$ cat config.mk
export PLATFORM = sky130hd
export DESIGN_NAME = vfd_cmd_rx
export DESIGN_NICKNAME = d
export VERILOG_FILES = /design/src/rtl/vfd_cmd_pkg.sv /design/src/rtl/vfd_link_rx.sv /design/src/rtl/vfd_wr_ptr.sv /design/src/rtl/vfd_pattern_packer.sv /design/src/rtl/vfd_cmd_decode.sv /design/src/rtl/vfd_cmd_rx.sv
export SDC_FILE = /design/constraint.sdc
export NUM_CORES = 1
export LEC_CHECK = 0
export ABC_AREA = 1
export BUFFER_PORTS_ARGS = -buffer_cell sky130_fd_sc_hd__clkbuf_2
export CAP_MARGIN = 20
export CORE_MARGIN = 2
export CORE_UTILIZATION = 40
export DETAILED_ROUTE_END_ITERATION = 10
export PLACE_DENSITY = 0.67
export SYNTH_ARGS = -nofsm -noshare
export SYNTH_HDL_FRONTEND = slang
export SYNTH_SLANG_ARGS = --single-unit
$ cat constraint.sdc
create_clock -name clk -period 3.1 [get_ports clk]
set_clock_uncertainty 0.2 [all_clocks]
set_input_delay 0.775 -clock clk [delete_from_list [all_inputs] [get_ports clk]]
set_output_delay 0.775 -clock clk [all_outputs]
set_load 0.01 [all_outputs]
$ cat src/rtl/vfd_cmd_pkg.sv
package vfd_cmd_pkg;

  localparam int LINK_BYTE_W = 8;

  typedef enum logic [1:0] {
    MODE_CMD,
    MODE_CHR,
    MODE_PAT,
    MODE_SYM
  } stream_mode_e;

  localparam logic [3:0] OP_CHR   = 4'h1;
  localparam logic [3:0] OP_PAT   = 4'h2;
  localparam logic [3:0] OP_SYM   = 4'h3;
  localparam logic [3:0] OP_PORT  = 4'h4;
  localparam logic [3:0] OP_DUTY  = 4'h5;
  localparam logic [3:0] OP_DIGIT = 4'h6;
  localparam logic [3:0] OP_LAMP  = 4'h7;

  function automatic logic opcode_known(input logic [3:0] op);
    return (op >= OP_CHR) && (op <= OP_LAMP);
  endfunction

endpackage

$ cat src/rtl/vfd_link_rx.sv
module vfd_link_rx #(
  parameter int SYNC_STAGES = 2,
  parameter int BYTE_W      = 8
) (
  input  logic              clk,
  input  logic              rst_n,
  input  logic              link_clk,
  input  logic              link_din,
  input  logic              link_csn,
  output logic              byte_stb,
  output logic [BYTE_W-1:0] byte_data,
  output logic              link_idle
);

  localparam int CNT_W = $clog2(BYTE_W);

  logic [SYNC_STAGES-1:0] clk_sync;
  logic [SYNC_STAGES-1:0] din_sync;
  logic [SYNC_STAGES-1:0] csn_sync;
  logic                   clk_prev;
  logic                   clk_rise;
  logic                   din_s;
  logic [CNT_W-1:0]       bit_cnt;
  logic                   last_bit;

  always_ff @(posedge clk or negedge rst_n) begin
    if (!rst_n) begin
      clk_sync <= '0;
      din_sync <= '0;
      csn_sync <= '1;
      clk_prev <= 1'b0;
    end else begin
      clk_sync <= {clk_sync[SYNC_STAGES-2:0], link_clk};
      din_sync <= {din_sync[SYNC_STAGES-2:0], link_din};
      csn_sync <= {csn_sync[SYNC_STAGES-2:0], link_csn};
      clk_prev <= clk_sync[SYNC_STAGES-1];
    end
  end

  assign clk_rise  = clk_sync[SYNC_STAGES-1] & ~clk_prev;
  assign din_s     = din_sync[SYNC_STAGES-1];
  assign link_idle = csn_sync[SYNC_STAGES-1];
  assign last_bit  = (bit_cnt == CNT_W'(BYTE_W - 1));

  always_ff @(posedge clk or negedge rst_n) begin
    if (!rst_n) begin
      bit_cnt   <= '0;
      byte_data <= '0;
      byte_stb  <= 1'b0;
    end else begin
      byte_stb <= 1'b0;
      if (link_idle) begin
        bit_cnt <= '0;
      end else if (clk_rise) begin
        byte_data <= {din_s, byte_data[BYTE_W-1:1]};
        bit_cnt   <= last_bit ? '0 : bit_cnt + 1'b1;
        byte_stb  <= last_bit;
      end
    end
  end

  p_idle_clears_frame_r2: assert property (@(posedge clk) disable iff (!rst_n)
    link_idle |=> (bit_cnt == '0));

  p_byte_pulse_r12: assert property (@(posedge clk) disable iff (!rst_n)
    byte_stb |=> !byte_stb);

  p_byte_needs_select_r1: assert property (@(posedge clk) disable iff (!rst_n)
    byte_stb |-> $past(!link_idle));

endmodule

$ cat src/rtl/vfd_wr_ptr.sv
module vfd_wr_ptr #(
  parameter int DEPTH = 16,
  localparam int AW   = $clog2(DEPTH)
) (
  input  logic          clk,
  input  logic          rst_n,
  input  logic          load,
  input  logic [AW-1:0] load_val,
  input  logic          step,
  output logic [AW-1:0] ptr
);

  function automatic logic [AW-1:0] next_slot(input logic [AW-1:0] cur);
    return (cur == AW'(DEPTH - 1)) ? '0 : cur + 1'b1;
  endfunction

  always_ff @(posedge clk or negedge rst_n) begin
    if (!rst_n) begin
      ptr <= '0;
    end else if (load) begin
      ptr <= load_val;
    end else if (step) begin
      ptr <= next_slot(ptr);
    end
  end

endmodule

$ cat src/rtl/vfd_pattern_packer.sv
module vfd_pattern_packer #(
  parameter int COLS  = 5,
  parameter int ROWS  = 7,
  localparam int WORD_W = COLS * ROWS,
  localparam int COL_W  = $clog2(COLS)
) (
  input  logic              clk,
  input  logic              rst_n,
  input  logic              clear,
  input  logic              col_stb,
  input  logic [ROWS-1:0]   col_bits,
  output logic              word_done,
  output logic [WORD_W-1:0] word
);

  logic [COLS-2:0][ROWS-1:0] col_q;
  logic [COL_W-1:0]          col_idx;
  logic                      last_col;

  assign last_col  = (col_idx == COL_W'(COLS - 1));
  assign word_done = col_stb & last_col & ~clear;

  always_ff @(posedge clk or negedge rst_n) begin
    if (!rst_n) begin
      col_idx <= '0;
      col_q   <= '0;
    end else if (clear) begin
      col_idx <= '0;
    end else if (col_stb) begin
      col_idx <= last_col ? '0 : col_idx + 1'b1;
      for (int k = 0; k < COLS - 1; k++) begin
        if (col_idx == COL_W'(k)) col_q[k] <= col_bits;
      end
    end
  end

  // Column k feeds word bits k, k+COLS, k+2*COLS, ...
  for (genvar k = 0; k < COLS; k++) begin : g_col
    for (genvar j = 0; j < ROWS; j++) begin : g_row
      if (k == COLS - 1) begin : g_live
        assign word[k + COLS * j] = col_bits[j];
      end else begin : g_held
        assign word[k + COLS * j] = col_q[k][j];
      end
    end
  end

  p_col_in_range_r4: assert property (@(posedge clk) disable iff (!rst_n)
    {1'b0, col_idx} < (COL_W + 1)'(COLS));

  p_clear_restarts_r11: assert property (@(posedge clk) disable iff (!rst_n)
    clear |=> (col_idx == '0));

endmodule

$ cat src/rtl/vfd_cmd_decode.sv
module vfd_cmd_decode
  import vfd_cmd_pkg::*;
#(
  parameter int CHR_DEPTH = 16,
  parameter int PAT_DEPTH = 8,
  parameter int SYM_DEPTH = 16,
  parameter int PAT_COLS  = 5,
  parameter int PAT_ROWS  = 7,
  parameter int SYM_W     = 2,
  parameter int PORT_W    = 2,
  parameter int CODE_W    = 3,
  localparam int CHR_AW   = $clog2(CHR_DEPTH),
  localparam int PAT_AW   = $clog2(PAT_DEPTH),
  localparam int SYM_AW   = $clog2(SYM_DEPTH),
  localparam int PAT_W    = PAT_COLS * PAT_ROWS
) (
  input  logic                   clk,
  input  logic                   rst_n,
  input  logic                   byte_stb,
  input  logic [LINK_BYTE_W-1:0] byte_data,
  input  logic                   link_idle,
  output logic                   chr_we,
  output logic [CHR_AW-1:0]      chr_addr,
  output logic [LINK_BYTE_W-1:0] chr_data,
  output logic                   pat_we,
  output logic [PAT_AW-1:0]      pat_addr,
  output logic [PAT_W-1:0]       pat_data,
  output logic                   sym_we,
  output logic [SYM_AW-1:0]      sym_addr,
  output logic [SYM_W-1:0]       sym_data,
  output logic [PORT_W-1:0]      port_out,
  output logic [CODE_W-1:0]      duty_code,
  output logic [CODE_W-1:0]      digit_code,
  output logic                   all_off,
  output logic                   all_on
);

  stream_mode_e      mode_q;
  logic [3:0]        op;
  logic              cmd_byte;
  logic              chr_load, chr_step;
  logic              pat_load, pat_byte;
  logic              sym_load, sym_step;
  logic              word_done;
  logic [PAT_W-1:0]  word;
  logic [CHR_AW-1:0] chr_ptr;
  logic [PAT_AW-1:0] pat_ptr;
  logic [SYM_AW-1:0] sym_ptr;
  logic [PORT_W+2*CODE_W+1:0] reg_view;

  assign op       = byte_data[7:4];
  assign cmd_byte = byte_stb && (mode_q == MODE_CMD);
  assign chr_load = cmd_byte && (op == OP_CHR);
  assign pat_load = cmd_byte && (op == OP_PAT);
  assign sym_load = cmd_byte && (op == OP_SYM);
  assign chr_step = byte_stb && (mode_q == MODE_CHR);
  assign pat_byte = byte_stb && (mode_q == MODE_PAT);
  assign sym_step = byte_stb && (mode_q == MODE_SYM);
  assign reg_view = {port_out, duty_code, digit_code, all_off, all_on};

  vfd_wr_ptr #(.DEPTH(CHR_DEPTH)) u_chr_ptr (
    .clk(clk), .rst_n(rst_n), .load(chr_load),
    .load_val(byte_data[CHR_AW-1:0]), .step(chr_step), .ptr(chr_ptr)
  );

  vfd_wr_ptr #(.DEPTH(PAT_DEPTH)) u_pat_ptr (
    .clk(clk), .rst_n(rst_n), .load(pat_load),
    .load_val(byte_data[PAT_AW-1:0]), .step(word_done), .ptr(pat_ptr)
  );

  vfd_wr_ptr #(.DEPTH(SYM_DEPTH)) u_sym_ptr (
    .clk(clk), .rst_n(rst_n), .load(sym_load),
    .load_val(byte_data[SYM_AW-1:0]), .step(sym_step), .ptr(sym_ptr)
  );

  vfd_pattern_packer #(.COLS(PAT_COLS), .ROWS(PAT_ROWS)) u_packer (
    .clk(clk), .rst_n(rst_n), .clear(pat_load | link_idle),
    .col_stb(pat_byte), .col_bits(byte_data[PAT_ROWS-1:0]),
    .word_done(word_done), .word(word)
  );

  always_ff @(posedge clk or negedge rst_n) begin
    if (!rst_n) begin
      mode_q     <= MODE_CMD;
      chr_we     <= 1'b0;
      chr_addr   <= '0;
      chr_data   <= '0;
      pat_we     <= 1'b0;
      pat_addr   <= '0;
      pat_data   <= '0;
      sym_we     <= 1'b0;
      sym_addr   <= '0;
      sym_data   <= '0;
      port_out   <= '0;
      duty_code  <= '0;
      digit_code <= '0;
      all_off    <= 1'b0;
      all_on     <= 1'b0;
    end else begin
      chr_we <= chr_step;
      pat_we <= word_done;
      sym_we <= sym_step;
      if (chr_step) begin
        chr_addr <= chr_ptr;
        chr_data <= byte_data;
      end
      if (word_done) begin
        pat_addr <= pat_ptr;
        pat_data <= word;
      end
      if (sym_step) begin
        sym_addr <= sym_ptr;
        sym_data <= byte_data[SYM_W-1:0];
      end
      if (cmd_byte) begin
        case (op)
          OP_CHR:   mode_q     <= MODE_CHR;
          OP_PAT:   mode_q     <= MODE_PAT;
          OP_SYM:   mode_q     <= MODE_SYM;
          OP_PORT:  port_out   <= byte_data[PORT_W-1:0];
          OP_DUTY:  duty_code  <= byte_data[CODE_W-1:0];
          OP_DIGIT: digit_code <= byte_data[CODE_W-1:0];
          OP_LAMP: begin
            all_off <= byte_data[0];
            all_on  <= byte_data[1];
          end
          default: ;
        endcase
      end
      if (link_idle) mode_q <= MODE_CMD;
    end
  end

  p_strobe_onehot_r12: assert property (@(posedge clk) disable iff (!rst_n)
    $onehot0({chr_we, pat_we, sym_we}));

  p_chr_ptr_adv_r3: assert property (@(posedge clk) disable iff (!rst_n)
    chr_we |-> (chr_ptr == CHR_AW'(chr_addr + 1'b1)));

  p_pat_ptr_adv_r4: assert property (@(posedge clk) disable iff (!rst_n)
    pat_we |-> (pat_ptr == PAT_AW'(pat_addr + 1'b1)));

  p_sym_ptr_adv_r5: assert property (@(posedge clk) disable iff (!rst_n)
    sym_we |-> (sym_ptr == SYM_AW'(sym_addr + 1'b1)));

  p_idle_cancels_stream_r11: assert property (@(posedge clk) disable iff (!rst_n)
    link_idle |=> (mode_q == MODE_CMD));

  p_unknown_ignored_r10: assert property (@(posedge clk) disable iff (!rst_n)
    (cmd_byte && !opcode_known(op)) |=> ((mode_q == MODE_CMD) && $stable(reg_view)));

  p_stream_keeps_regs_r3: assert property (@(posedge clk) disable iff (!rst_n)
    (byte_stb && (mode_q != MODE_CMD)) |=> $stable(reg_view));

endmodule

$ cat src/rtl/vfd_cmd_rx.sv
module vfd_cmd_rx
  import vfd_cmd_pkg::*;
#(
  parameter int CHR_DEPTH   = 16,
  parameter int PAT_DEPTH   = 8,
  parameter int SYM_DEPTH   = 16,
  parameter int PAT_COLS    = 5,
  parameter int PAT_ROWS    = 7,
  parameter int SYM_W       = 2,
  parameter int PORT_W      = 2,
  parameter int CODE_W      = 3,
  parameter int SYNC_STAGES = 2,
  localparam int CHR_AW     = $clog2(CHR_DEPTH),
  localparam int PAT_AW     = $clog2(PAT_DEPTH),
  localparam int SYM_AW     = $clog2(SYM_DEPTH),
  localparam int PAT_W      = PAT_COLS * PAT_ROWS
) (
  input  logic                   clk,
  input  logic                   rst_n,
  input  logic                   link_clk,
  input  logic                   link_din,
  input  logic                   link_csn,
  output logic                   chr_we,
  output logic [CHR_AW-1:0]      chr_addr,
  output logic [LINK_BYTE_W-1:0] chr_data,
  output logic                   pat_we,
  output logic [PAT_AW-1:0]      pat_addr,
  output logic [PAT_W-1:0]       pat_data,
  output logic                   sym_we,
  output logic [SYM_AW-1:0]      sym_addr,
  output logic [SYM_W-1:0]       sym_data,
  output logic [PORT_W-1:0]      port_out,
  output logic [CODE_W-1:0]      duty_code,
  output logic [CODE_W-1:0]      digit_code,
  output logic                   all_off,
  output logic                   all_on
);

  logic                   byte_stb;
  logic [LINK_BYTE_W-1:0] byte_data;
  logic                   link_idle;

  vfd_link_rx #(.SYNC_STAGES(SYNC_STAGES), .BYTE_W(LINK_BYTE_W)) u_link (
    .clk(clk), .rst_n(rst_n), .link_clk(link_clk), .link_din(link_din),
    .link_csn(link_csn), .byte_stb(byte_stb), .byte_data(byte_data),
    .link_idle(link_idle)
  );

  vfd_cmd_decode #(
    .CHR_DEPTH(CHR_DEPTH), .PAT_DEPTH(PAT_DEPTH), .SYM_DEPTH(SYM_DEPTH),
    .PAT_COLS(PAT_COLS), .PAT_ROWS(PAT_ROWS), .SYM_W(SYM_W),
    .PORT_W(PORT_W), .CODE_W(CODE_W)
  ) u_decode (
    .clk(clk), .rst_n(rst_n), .byte_stb(byte_stb), .byte_data(byte_data),
    .link_idle(link_idle),
    .chr_we(chr_we), .chr_addr(chr_addr), .chr_data(chr_data),
    .pat_we(pat_we), .pat_addr(pat_addr), .pat_data(pat_data),
    .sym_we(sym_we), .sym_addr(sym_addr), .sym_data(sym_data),
    .port_out(port_out), .duty_code(duty_code), .digit_code(digit_code),
    .all_off(all_off), .all_on(all_on)
  );

endmodule

* Yosys cells after proc, flatten, opt, wreduce, memory -nomap -nowiden
Cells that the tools add are included.
Operators by class: $add $sub $neg 5, equal/unequal tests 18, mux-type cells 20, bitwise logic cells 7, reduce and logical (&&, ||, !) cells 26
Operator list (number):
- $mux W3 | 9
- $mux W4 | 6
- $eq A4 B3 Y1 const B | 4
- $reduce_and A2 Y1 | 6
- $reduce_and A3 Y1 | 4
- $reduce_bool A2 Y1 | 6
- $add A3 B1 Y3 const B | 3
- $eq A3 B3 Y1 const B | 3
- $add A4 B1 Y4 const B | 2
- $eq A4 B2 Y1 const B | 2
- $eq A4 B4 Y1 const B | 2
- $logic_and A1 B1 Y1 | 7
- $eq A3 B2 Y1 const B | 2
- $pmux W2 S3 | 1
- $eq A2 B2 Y1 const B | 2
- $eq A4 B1 Y1 const B | 1
- $mux W2 | 2
- $reduce_bool A4 Y1 | 1
- $and A1 B1 Y1 | 3
- $eq A3 B1 Y1 const B | 1
- $logic_not A3 Y1 | 1
- $not A1 Y1 | 3
- $eq A2 B1 Y1 const B | 1
- $logic_not A2 Y1 | 1
- other kinds (2) | 3
Storage, ports and cells: register bits after elaboration 132, input bits 5, output and inout port bits 69, word-level logic and storage cells 106

* Logic depth before layout (Yosys ltp)
word-level depth 8, depth in mapped cells 10, depth with buffers taken out 8

* Hierarchy
A second synthesis with hierarchy kept.
Second synthesis, totals: cells, all modules 557, area, all modules 5651.7 sq um
By module, submodules not included:
- vfd_cmd_decode | times used 1, cells each 238, area an instance 2771.4 sq um, seq. area each 1776.7 sq um
- vfd_pattern_packer | times used 1, cells each 160, area an instance 1437.6 sq um, seq. area each 775.7 sq um
- vfd_link_rx | times used 1, cells each 65, area an instance 724.4 sq um, seq. area each 478.0 sq um
- vfd_wr_ptr (u_decode.u_chr_ptr ...) | times used 2, cells each 36, area an instance 272.8 sq um, seq. area each 100.1 sq um
- vfd_wr_ptr (u_decode.u_pat_ptr) | times used 1, cells each 22, area an instance 172.7 sq um, seq. area each 75.1 sq um

* Worst setup path before layout
OpenSTA, ideal clock, no wires.
path type reg-to-reg, from reg u_decode.u_packer.col_idx[0], to reg u_decode.pat_addr[0], setup time 0.117 ns, arrival 1.363 ns, slack 1.420 ns, cell stages (with the launch flop) 10, buffers on the path 2, period minus slack after synthesis 1.680 ns, path through dfrtp_1 > inv_1 > ha_1 > nand2_1 > nor2_2 > nand3_2 > buf_4 > buf_6 > nand2_1 > nand2_1
Between the ends: longest elaborated chain between the ends 3
RTL lines:
- from (decl) | RTL line vfd_pattern_packer.sv:17 | logic [COL_W-1:0] col_idx;
- from (signal assigned) | RTL line vfd_pattern_packer.sv:30 | col_idx <= last_col ? '0 : col_idx + 1'b1;
- $eq A3 B3 Y1 | RTL line vfd_pattern_packer.sv:20 | assign last_col = (col_idx == COL_W'(COLS - 1));
- $and A1 B1 Y1 (2 in series) | RTL line vfd_pattern_packer.sv:21 | assign word_done = col_stb & last_col & ~clear;
- to (signal assigned) | RTL line vfd_cmd_decode.sv:108 | pat_addr <= pat_ptr;
- to (decl) | RTL line vfd_cmd_decode.sv:26 | output logic [PAT_AW-1:0] pat_addr,
Every way passes these cells. A chain may end at the register's enable or synchronous reset.

* Worst setup path in the final report
from reg u_link.byte_data[4], to reg u_decode.pat_data[26]
Between the ends: longest elaborated chain between the ends 5
RTL lines:
- from (decl) | RTL line vfd_link_rx.sv:11 | output logic [BYTE_W-1:0] byte_data,
- from (signal assigned) | RTL line vfd_link_rx.sv:55 | byte_data <= {din_s, byte_data[BYTE_W-1:1]};
- $eq A4 B2 Y1 | RTL line vfd_cmd_decode.sv:54 | assign pat_load = cmd_byte && (op == OP_PAT);
- $logic_and A1 B1 Y1 | RTL line vfd_cmd_decode.sv:54
- $or A1 B1 Y1 | RTL line vfd_cmd_decode.sv:77 | .clk(clk), .rst_n(rst_n), .clear(pat_load | link_idle),
- $not A1 Y1 (no line)
- $and A1 B1 Y1 | RTL line vfd_pattern_packer.sv:21
- to (signal assigned) | RTL line vfd_cmd_decode.sv:109 | pat_data <= word;
- to (decl) | RTL line vfd_cmd_decode.sv:27 | output logic [PAT_W-1:0] pat_data,
Every way passes these cells.

==> metrics.md <==
| Metric | Value |
|---|---|
| Core area | `13300 um^2` |
| Cells after synthesis | `606` |
| Die ar. | `14600 um^2` |
| Post-CTS Hold Buffers | `0` |
| Vias post-DR | `4275` |
| Site Rows | `42` |
| Met3 wire len | `534 um` |
| Via density | `4.96` |
| CTS clk-pin slew, worst paths | `0.06 ns` |
| Lkg Pwr | `3.51 nW` |
| Total design power | `3.85 mW` |
| Pwr dens | `588 nW/um^2` |
| Total wire length | `12.3 mm` |
| Largest stage delay, worst path | `0.59 ns` |
| GR Overflow Total | `0` |
| IO Pins | `74` |
| CTS tree | `built` |
| Synth warn | `0` |
| Fraction of layout instances using a drive strength above 1 | `18.8%` |
| Clk buf depth | `2` |
| Post-Syn Area | `5480 um^2` |
| Diodes inserted | `0` |
| Post-layout net count | `692` |
| Worst path most repeated cell | `nand2_1` |
| Final setup viols | `0` |
| Commonest non-fill, non-tap cell in the layout | `nand2_1` |
| Setup slack after placement | `0.816 ns` |
| Worst-Margin Slew | `0.759 ns` |
| Initial DRC Count | `330` |
| DIE HEIGHT | `121 um` |
| Post-synthesis cell type count | `25` |
| Worst-skew pair later-pin latency | `0.42 ns` |
| First-pass GRT wire length | `20.9 mm` |
| Worst path arrival time | `2.39 ns` |
| Final worst slack | `0.810 ns` |
| Critical Path End Type | `flop` |
| Crit-path leading delay family | `simple AND/OR/NAND/NOR gates` |
| Routed Antenna Nets | `0` |
| Area Growth Syn to Fin | `19.6%` |
| Number of port buffers | `73` |
| H-Tree Level Count | `4` |
| Mapped Avg Cell Area | `9.04 um^2` |
| Gr usage total | `18.5%` |
| Max VDD drop | `0.323 mV` |
| TritonCTS Sinks | `132` |
| Post-synthesis sequential area ratio | `60.4%` |
| Reg2Reg Setup Slack | `0.81 ns` |
| DP Wirelength | `8.23 mm` |
| Root buf cell | `clkbuf_16` |
| DR WL met2 | `5.80 mm` |
| Placed Instances | `833` |
| Status | `finished clean` |
| Hold Vio Cnt, Final | `0` |
| Setup TNS | `0 ns` |
| Yosys reg bits | `132` |
| Top sig layer | `met4` |
| Startpoint types | `flop` |
| Worst Path Buf+Inv | `1` |
| Finished Layout Cells | `862` |
| Worst Setup Path Type | `flop to flop` |
| Largest net degree at the start of global routing | `61` |
| Unrepaired setup endpoints after global routing | `false` |
| Vias in the first global route | `4272` |
| Critical path fanouts, max | `39` |
| Antenna violations before repair | `0` |
| Max_cap viols | `0` |
| Final worst-path cycle share | `73.9%` |
| Routability Congestion | `0.834` |
| Mapped Nets | `622` |
| Die Width | `121 um` |
| Initial DRT Pass Iterations | `4` |
| Metal1 wirelength | `5.80 mm` |
| Post-CTS sizing | `0` |
| Max-slew violations | `0` |
| Slowest cell on the critical path | `nand3_2` |
| # DRC | `0` |
| Initial Util | `41.2%` |
| Most frequent cells in the layout | `228 x nand2_1, 130 x dfrtp_1, 83 x nand3_1` |
| CTS buffer count | `17` |
| Worst Path Required | `3.20 ns` |
| WL/cell | `14.3 um` |
| Min Clock Period, post-route | `2.29 ns` |
| Fmax | `437 MHz` |
| Slew HR | `49.4%` |
| Hold Path Class | `input pin to asynchronous set/reset pin` |
| Crit-path cells | `inv_2, nand2_1, nor2_4, nand2_4, nand3_2, nand2_1, nand2_1` |
| Postcts setup bufs | `0` |
## synthesized netlist by cell type
| master | n | share of area, % |
|---|---|---|
| o21ai_0 | 39 | 3.6 |
| o31ai_1 | 1 | 0.14 |
| nand2_2 | 1 | 0.11 |
| nand3_1 | 83 | 7.6 |
| buf_2 | 12 | 1.1 |
| nand2_1 | 228 | 16 |
| inv_1 | 28 | 1.9 |
| o211ai_1 | 1 | 0.14 |
| buf_6 | 1 | 0.21 |
| dfrtp_1 | 130 | 59 |
| o21ai_1 | 1 | 0.091 |
| nor2_4 | 4 | 0.82 |
| nor2_1 | 24 | 1.6 |
| dfstp_2 | 2 | 0.96 |
| ha_1 | 11 | 2.5 |
| or2_2 | 2 | 0.23 |
| nand3_2 | 5 | 0.91 |
| clkbuf_2 | 1 | 0.091 |
| nand2_4 | 1 | 0.21 |
| a21oi_1 | 8 | 0.73 |
| buf_4 | 2 | 0.27 |
| clkbuf_1 | 10 | 0.69 |
| nor2_2 | 5 | 0.57 |
| inv_2 | 5 | 0.34 |
| nand4_1 | 1 | 0.11 |
## path summary, 6_finish.rpt
path	startpoint	cells after the start	end
min in group clk	u_link.din_sync[0]	0	u_link.din_sync[1]
max in group asynchronous	rst_n	2	u_link.csn_sync[0]
hold / removal	rst_n	1	u_decode.u_packer.word[22]
hold reg to reg	u_link.din_sync[0]	0	u_link.din_sync[1]
setup reg to reg	u_link.byte_data[4]	7	u_decode.pat_data[26]
setup / recovery	u_link.byte_data[4]	7	u_decode.pat_data[26]
## power breakdown
group / internal (mW) / switching, mW / total, mW
Combinational: 0.0311 / 0.113 / 0.144
Clock: 1.19 / 0.686 / 1.87
Sequential: 1.76 / 0.0788 / 1.83
## registers in the layout (all words and copies together), names as in the netlist, 3 cells and up
name and flops:
u_decode.chr_addr 4, u_decode.chr_data 8, u_decode.digit_code 3, u_decode.duty_code 3
u_decode.pat_addr 3, u_decode.pat_data 35, u_decode.sym_addr 4, u_decode.u_chr_ptr.ptr 4
u_decode.u_packer.col_idx 3, u_decode.u_packer.word 28, u_decode.u_pat_ptr.ptr 3, u_decode.u_sym_ptr.ptr 4
u_link.bit_cnt 3, u_link.byte_data 8
## routing by layer
metal,vias to the layer above,track usage (%)
met5,-,0
met4,0,7.92
met3,20,5.26
met2,104,28.4
met1,2067,24.5
li1,2084,-
## through the flow
step                utilization, %  instance area (um^2)  hold WS [ns]
floorplan                        -                  5480         0.131
global placement              45.1                  5990         0.134
detailed placement            45.1                  5990         0.135
CTS                           49.2                  6550         0.125
global route                  49.2                  6550         0.143
finish                        49.2                  6550         0.124
## logic make-up after synthesis
logic type / synth area share (%)
AO/OA/AOI/OAI: 4.66
buffers and inverters: 4.62
AND/OR/NAND/NOR: 27.8
adder cells (fa/ha/maj): 2.51
flip-flops: 60.4
## worst reg2reg max path: cells and delay by family (launching register included)
family	cells	cell delay, ns
buffers and inverters	1	0.14
flip-flops	1	0.56
AND/OR/NAND/NOR	6	1.27
## cell type report
cell class,count,area [um^2]
Multi-Input combinational cell,415,1920
Inverter,33,124
Fill cell,1249,6750
Clock inverter,5,50.0
Clock buffer,24,502
Timing Repair Buffer,77,423
Tap cell,176,220
Sequential cell,132,3310
(Power assumes the default switching activity.)
